[src/rtl/gpio_atr_pkg.sv]
package gpio_atr_pkg;
  // per-pin source codes
  localparam logic [1:0] SRC_SW   = 2'd0;
  localparam logic [1:0] SRC_ATR  = 2'd1;
  localparam logic [1:0] SRC_DBG0 = 2'd2;
  localparam logic [1:0] SRC_DBG1 = 2'd3;
  // word index within the pin register region (addr[3:2])
  localparam logic [1:0] WORD_IO    = 2'd0;
  localparam logic [1:0] WORD_DIR   = 2'd1;
  localparam logic [1:0] WORD_TXSEL = 2'd2;
  localparam logic [1:0] WORD_RXSEL = 2'd3;
  localparam int NUM_STATES = 4;
endpackage

[src/rtl/gpio_regfile.sv]
module gpio_regfile #(
  parameter int BANK_W = 16,
  parameter int ADDR_W = 5
) (
  input  logic                                       clk,
  input  logic                                       rst,
  input  logic                                       wr_en,
  input  logic                                       wr_half,
  input  logic [ADDR_W-1:0]                          addr,
  input  logic [2*BANK_W-1:0]                        wdata,
  output logic [2*BANK_W-1:0]                        io_q,
  output logic [2*BANK_W-1:0]                        dir_q,
  output logic [2*BANK_W-1:0]                        txsel_q,
  output logic [2*BANK_W-1:0]                        rxsel_q,
  output logic [gpio_atr_pkg::NUM_STATES-1:0][BANK_W-1:0] atr_tx_q,
  output logic [gpio_atr_pkg::NUM_STATES-1:0][BANK_W-1:0] atr_rx_q
);
  import gpio_atr_pkg::*;

  logic       in_atr;
  logic [1:0] word;
  assign in_atr = addr[4];
  assign word   = addr[3:2];

  always_ff @(posedge clk) begin
    if (rst) begin
      io_q     <= '0;
      dir_q    <= '0;
      txsel_q  <= '0;
      rxsel_q  <= '0;
      atr_tx_q <= '0;
      atr_rx_q <= '0;
    end else if (wr_en) begin
      if (!in_atr) begin
        unique case (word)
          WORD_IO:    io_q    <= wdata;
          WORD_DIR:   dir_q   <= wdata;
          WORD_TXSEL: txsel_q <= wdata;
          default:    rxsel_q <= wdata;
        endcase
      end else if (wr_half) begin
        if (addr[1]) atr_rx_q[word] <= wdata[BANK_W-1:0];
        else         atr_tx_q[word] <= wdata[BANK_W-1:0];
      end else begin
        atr_tx_q[word] <= wdata[BANK_W-1:0];
        atr_rx_q[word] <= wdata[2*BANK_W-1:BANK_W];
      end
    end
  end

  // a full write to the direction word lands there
  a_r2_dir_write: assert property (@(posedge clk) disable iff (rst)
    (wr_en && !wr_half && addr == 5'h04) |=> (dir_q == $past(wdata)));

  // a transmit-half write leaves every receive half alone
  a_r8_half_keeps_other: assert property (@(posedge clk) disable iff (rst)
    (wr_en && wr_half && addr[4] && !addr[1]) |=> $stable(atr_rx_q));
endmodule

[src/rtl/gpio_bank_mux.sv]
module gpio_bank_mux #(
  parameter int BANK_W = 16
) (
  input  logic [BANK_W-1:0]   sw_val,
  input  logic [BANK_W-1:0]   dir,
  input  logic [2*BANK_W-1:0] sel,
  input  logic [BANK_W-1:0]   atr_val,
  input  logic [BANK_W-1:0]   dbg0,
  input  logic [BANK_W-1:0]   dbg1,
  output logic [BANK_W-1:0]   pin_out
);
  import gpio_atr_pkg::*;

  for (genvar i = 0; i < BANK_W; i++) begin : g_pin
    logic [1:0] code;
    logic       src;
    assign code = sel[2*i +: 2];
    always_comb begin
      unique case (code)
        SRC_SW:   src = sw_val[i];
        SRC_ATR:  src = atr_val[i];
        SRC_DBG0: src = dbg0[i];
        default:  src = dbg1[i];
      endcase
    end
    assign pin_out[i] = dir[i] & src;
  end
endmodule

[src/rtl/gpio_in_sync.sv]
module gpio_in_sync #(
  parameter int W = 32
) (
  input  logic         clk,
  input  logic         rst,
  input  logic [W-1:0] d,
  output logic [W-1:0] q
);
  logic [W-1:0] meta;
  always_ff @(posedge clk) begin
    if (rst) begin
      meta <= '0;
      q    <= '0;
    end else begin
      meta <= d;
      q    <= meta;
    end
  end
endmodule

[src/rtl/gpio_atr_ctrl.sv]
module gpio_atr_ctrl #(
  parameter int BANK_W = 16,
  parameter int ADDR_W = 5,
  localparam int PINS  = 2 * BANK_W
) (
  input  logic              clk,
  input  logic              rst,
  input  logic              wr_en,
  input  logic              wr_half,
  input  logic              rd_en,
  input  logic [ADDR_W-1:0] addr,
  input  logic [PINS-1:0]   wdata,
  output logic [PINS-1:0]   rdata,
  input  logic              tx_active,
  input  logic              rx_active,
  input  logic [PINS-1:0]   dbg0,
  input  logic [PINS-1:0]   dbg1,
  input  logic [PINS-1:0]   pad_in,
  output logic [PINS-1:0]   pad_out,
  output logic [PINS-1:0]   pad_oe
);
  import gpio_atr_pkg::*;

  logic [PINS-1:0] io_q, dir_q, txsel_q, rxsel_q, pins_sync;
  logic [NUM_STATES-1:0][BANK_W-1:0] atr_tx_q, atr_rx_q;
  logic [1:0] state_idx;

  gpio_regfile #(.BANK_W(BANK_W), .ADDR_W(ADDR_W)) regs_i (
    .clk(clk), .rst(rst), .wr_en(wr_en), .wr_half(wr_half), .addr(addr),
    .wdata(wdata), .io_q(io_q), .dir_q(dir_q), .txsel_q(txsel_q),
    .rxsel_q(rxsel_q), .atr_tx_q(atr_tx_q), .atr_rx_q(atr_rx_q)
  );

  gpio_in_sync #(.W(PINS)) sync_i (
    .clk(clk), .rst(rst), .d(pad_in), .q(pins_sync)
  );

  assign state_idx = {rx_active, tx_active};

  // bank 0 = receive side (low pins), bank 1 = transmit side (high pins)
  for (genvar b = 0; b < 2; b++) begin : g_bank
    logic [2*BANK_W-1:0] sel_w;
    logic [BANK_W-1:0]   atr_w;
    if (b == 0) begin : g_rx
      assign sel_w = rxsel_q;
      assign atr_w = atr_rx_q[state_idx];
    end else begin : g_tx
      assign sel_w = txsel_q;
      assign atr_w = atr_tx_q[state_idx];
    end
    gpio_bank_mux #(.BANK_W(BANK_W)) mux_i (
      .sw_val (io_q[b*BANK_W +: BANK_W]),
      .dir    (dir_q[b*BANK_W +: BANK_W]),
      .sel    (sel_w),
      .atr_val(atr_w),
      .dbg0   (dbg0[b*BANK_W +: BANK_W]),
      .dbg1   (dbg1[b*BANK_W +: BANK_W]),
      .pin_out(pad_out[b*BANK_W +: BANK_W])
    );
  end

  assign pad_oe = dir_q;

  always_ff @(posedge clk) begin
    if (rst) begin
      rdata <= '0;
    end else if (rd_en) begin
      if (!addr[4]) begin
        unique case (addr[3:2])
          WORD_IO:    rdata <= pins_sync;
          WORD_DIR:   rdata <= dir_q;
          WORD_TXSEL: rdata <= txsel_q;
          default:    rdata <= rxsel_q;
        endcase
      end else begin
        rdata <= {atr_rx_q[addr[3:2]], atr_tx_q[addr[3:2]]};
      end
    end
  end

  // input pins never show a driven level
  a_r3_inputs_quiet: assert property (@(posedge clk) disable iff (rst)
    (pad_out & ~pad_oe) == '0);

  // direction read data appears one cycle after the strobe
  a_r9_read_latency: assert property (@(posedge clk) disable iff (rst)
    (rd_en && addr == 5'h04) |=> (rdata == $past(dir_q)));

  // with nothing moving, the pins hold
  a_r10_steady_pins: assert property (@(posedge clk) disable iff (rst)
    (!$past(rst) && !$past(wr_en) && $stable(tx_active) && $stable(rx_active)
     && $stable(dbg0) && $stable(dbg1)) |-> $stable(pad_out));
endmodule

[config.mk]
export PLATFORM = sky130hd
export DESIGN_NAME = gpio_atr_ctrl
export DESIGN_NICKNAME = d
export VERILOG_FILES = /design/src/rtl/gpio_atr_pkg.sv /design/src/rtl/gpio_regfile.sv /design/src/rtl/gpio_bank_mux.sv /design/src/rtl/gpio_in_sync.sv /design/src/rtl/gpio_atr_ctrl.sv
export SDC_FILE = /design/constraint.sdc
export NUM_CORES = 1
export LEC_CHECK = 0
export BUFFER_PORTS_ARGS = -buffer_cell sky130_fd_sc_hd__buf_2
export CELL_PAD_IN_SITES_DETAIL_PLACEMENT = 1
export CELL_PAD_IN_SITES_GLOBAL_PLACEMENT = 1
export CORE_MARGIN = 2
export CORE_UTILIZATION = 47
export DETAILED_ROUTE_END_ITERATION = 12
export GPL_ROUTABILITY_DRIVEN = 0
export PLACE_DENSITY_LB_ADDON = 0.12
export SYNTH_ARGS = -nofsm -noshare
export SYNTH_HDL_FRONTEND = slang
export SYNTH_SLANG_ARGS = --single-unit
[constraint.sdc]
create_clock -name clk -period 2.8 [get_ports clk]
set_input_delay 0.42 -clock clk [delete_from_list [all_inputs] [get_ports clk]]
set_output_delay 0.42 -clock clk [all_outputs]
set_load 0.01 [all_outputs]
==> results.md <==
- CP endpoint kind: output pin
- Initial DRC count: 1330
- Num CTS Buffers: 40
- GR Overflow Total: 0
- Hold Vio Cnt, Final: 0
- Gr usage total: 0.3509
- First-pass GRT wire length: 89.15 mm
- FF-to-FF path depth: 3
- Worst r2r dst: rdata[17]
- Worst EP arrival: 2.27 ns
- Ys Warns: 0
- Top cells by area in the synthesized netlist: dfxtp_1 45%, mux4_2 12%, mux2i_1 10%
- PostCTS Resize Cnt: 0
- Hold buffer count at cts: 0
- Outcome: finished clean
- Die W: 185.5 µm
- Initial Utilization: 0.4761
- Max Cap Violations: 0
- Hold_sp: pad_in[23]
- Hold EP: sync_i.meta[23]
- Mapped cell area: 15490 µm²
- H-tree depth: 2
- Total power: 11.49 mW
- Cell count after synthesis: 1609
- Reg2reg start: regs_i.txsel_q[17]
- CTS tree: done
- Die Footprint: 34430 µm²
- Unrepaired setup endpoints after global routing: no
- Worst-Skew Late Latency: 0.52 ns
- Remaining antenna violation count after routing: 0
- WP data required: 2.38 ns
- Post-synth EDFFs: 0
- Setup-failing EPs final: 0
- Antenna violations before repair: 0
- Pin count of the biggest net entering global routing: 93
- Dpl ws: 0.1041 ns
- Lkg Pwr: 7.610 nW
- Netlist cell types: 25
- Clock root cell: clkbuf_16
- Slew Limit Headroom: 0.3050
- Fill count: 3782
- Initial DRT Pass Iterations: 5
- Core area: 32540 µm²
- Nets: 1935
- Fin worst setup slack: 0.1120 ns
- Avg Cell Area, Syn: 9.627 µm²
- Hold Path Stages: 2
- Site row count: 66
- Clock slew at reported path FFs: 0.06 ns
- Layout Area Growth over Synthesis: 18.77%
- Post-route minimum period: 2.688 ns
- Port Buffers: 234
- Final Slew Violations: 0
- Die height: 185.5 µm
- Post-synth top cells: 352 x dfxtp_1, 264 x nand2_1, 200 x nor2_1
- Io pins: 236
- WS Path Type: in2out
- Synth Register Bits: 352
- WL final: 60.14 mm
- N_diodes: 0
- Proportion of netlist area held by the largest area contributor: 0.4549
- Peak supply drop: 340.8 µV
- WL/cell: 26.66 µm
- Worst setup SP type: input port
- Fmax achieved: 372.0 MHz
- Skew final: 0.01439 ns
- Number of global-route vias before repair: 14170
- Main synth FF type: dfxtp_1
- Register area share after synthesis: 0.4549
- Slew at the pin closest to its max-slew limit: 1.037 ns
- Syn nets: 1749
- Routed vias/inst: 6.113
- Ratio of cells with drive above 1 in the final layout: 0.2393
- HPWL after DPL: 41.66 mm
- CP max FO: 19
- Drt drc: 0
- Post-synth top area cell: dfxtp_1
- Pwr dens: 624.4 nW/µm²
- Min-Delay Path Class: in2reg
- R2R setup slack: 1.39 ns
- Cell with the most instances after synthesis: dfxtp_1
- Final TNS setup: 0 ns
- Ys async rst share: 0
- DR vias: 13790
- Max Buffers Root-to-Sink: 3
- Clk sink count: 352
- Setup Buffers After CTS: 0
- Final period util: 0.9600
stage by stage:
step | hold WS (ns) | cells | instance area (µm²) | utilization
finish | 0.1118 | 2256 | 18400 | 0.5655
CTS | 0.1027 | 2256 | 18400 | 0.5655
global placement | 0.4188 | 2195 | 17170 | 0.5277
floorplan | 0.4138 | 1609 | 15490 | -
detailed placement | 0.4247 | 2195 | 17170 | 0.5277
global route | 0.1145 | 2256 | 18400 | 0.5655
state kept, by name, summed over array words and instances (netlist names):
name and count:
regs_i.txsel_q 32, regs_i.io_q 32, sync_i.q 32, regs_i.dir_q 32
regs_i.atr_tx_q 64, regs_i.atr_rx_q 64, rdata 32, sync_i.meta 32
regs_i.rxsel_q 32
cells by family (layout without fill, tap and decap cells):
group | after synthesis | in the layout | synth area share
AO/OA/AOI/OAI | 268 | 268 | 0.1100
buffers and inverters | 144 | 349 | 0.04217
flip-flops | 352 | 352 | 0.4549
multiplexers | 237 | 237 | 0.2207
AND/OR/NAND/NOR | 608 | 608 | 0.1722
critical path, stage by stage:
cell	delay, ns
buf_2	0.14
buf_12	0.23
mux4_2	0.53
mux4_2	0.54
and2_1	0.22
buf_2	0.15
metal layers:
metal / wire [µm] / track usage / vias to the layer above
li1: - / - / 6013
met1: 24940 / 0.4711 / 6980
met2: 27500 / 0.5554 / 639
met3: 5000 / 0.06476 / 160
met4: 2705 / 0.1518 / 0
met5: 0 / 0 / -
area by class of cell:
| cell class | instances | area [µm²] | area share |
|---|---|---|---|
| Inverter | 1 | 3.754 | 0.0002040 |
| Multi-Input combinational cell | 1113 | 7833 | 0.4257 |
| Clock inverter | 5 | 77.57 | 0.004217 |
| Clock buffer | 56 | 1152 | 0.06264 |
| Timing Repair Buffer | 287 | 1732 | 0.09412 |
| Sequential cell | 352 | 7047 | 0.3830 |
| Tap cell | 442 | 553.0 | 0.03006 |
worst max path at each step:
stage / startpoint / endpoint
floorplan: tx_active / pad_out[0]
global placement: tx_active / pad_out[11]
detailed placement: tx_active / pad_out[11]
CTS: tx_active / pad_out[11]
global route: tx_active / pad_out[14]
finish: tx_active / pad_out[11]
report_power, final:
| part | switching [mW] | internal, mW |
|---|---|---|
| clock network | 2.05 | 3.02 |
| logic | 0.702 | 0.433 |
| registers | 0.124 | 5.16 |
| total | 2.87 | 8.62 |
placed cells by master (no fill, tap or decap), types with 2 or more instances in the layout:
cell / n
nor4_1: 18
buf_12: 12
a221o_1: 18
nor3_1: 13
nand4_2: 4
mux4_1: 2
buf_2: 232
a211oi_1: 83
a22oi_1: 26
mux4_2: 81
mux2i_1: 154
a21oi_1: 141
clkbuf_16: 41
clkinv_2: 2
nand2_1: 264
and2_1: 33
nor2_1: 197
nor3_4: 3
clkbuf_8: 7
bufinv_16: 2
buf_4: 42
nand2b_1: 3
clkbuf_1: 8
nor2b_1: 67
dfxtp_1: 352
nor2_2: 3
(Power assumes the default switching activity.)
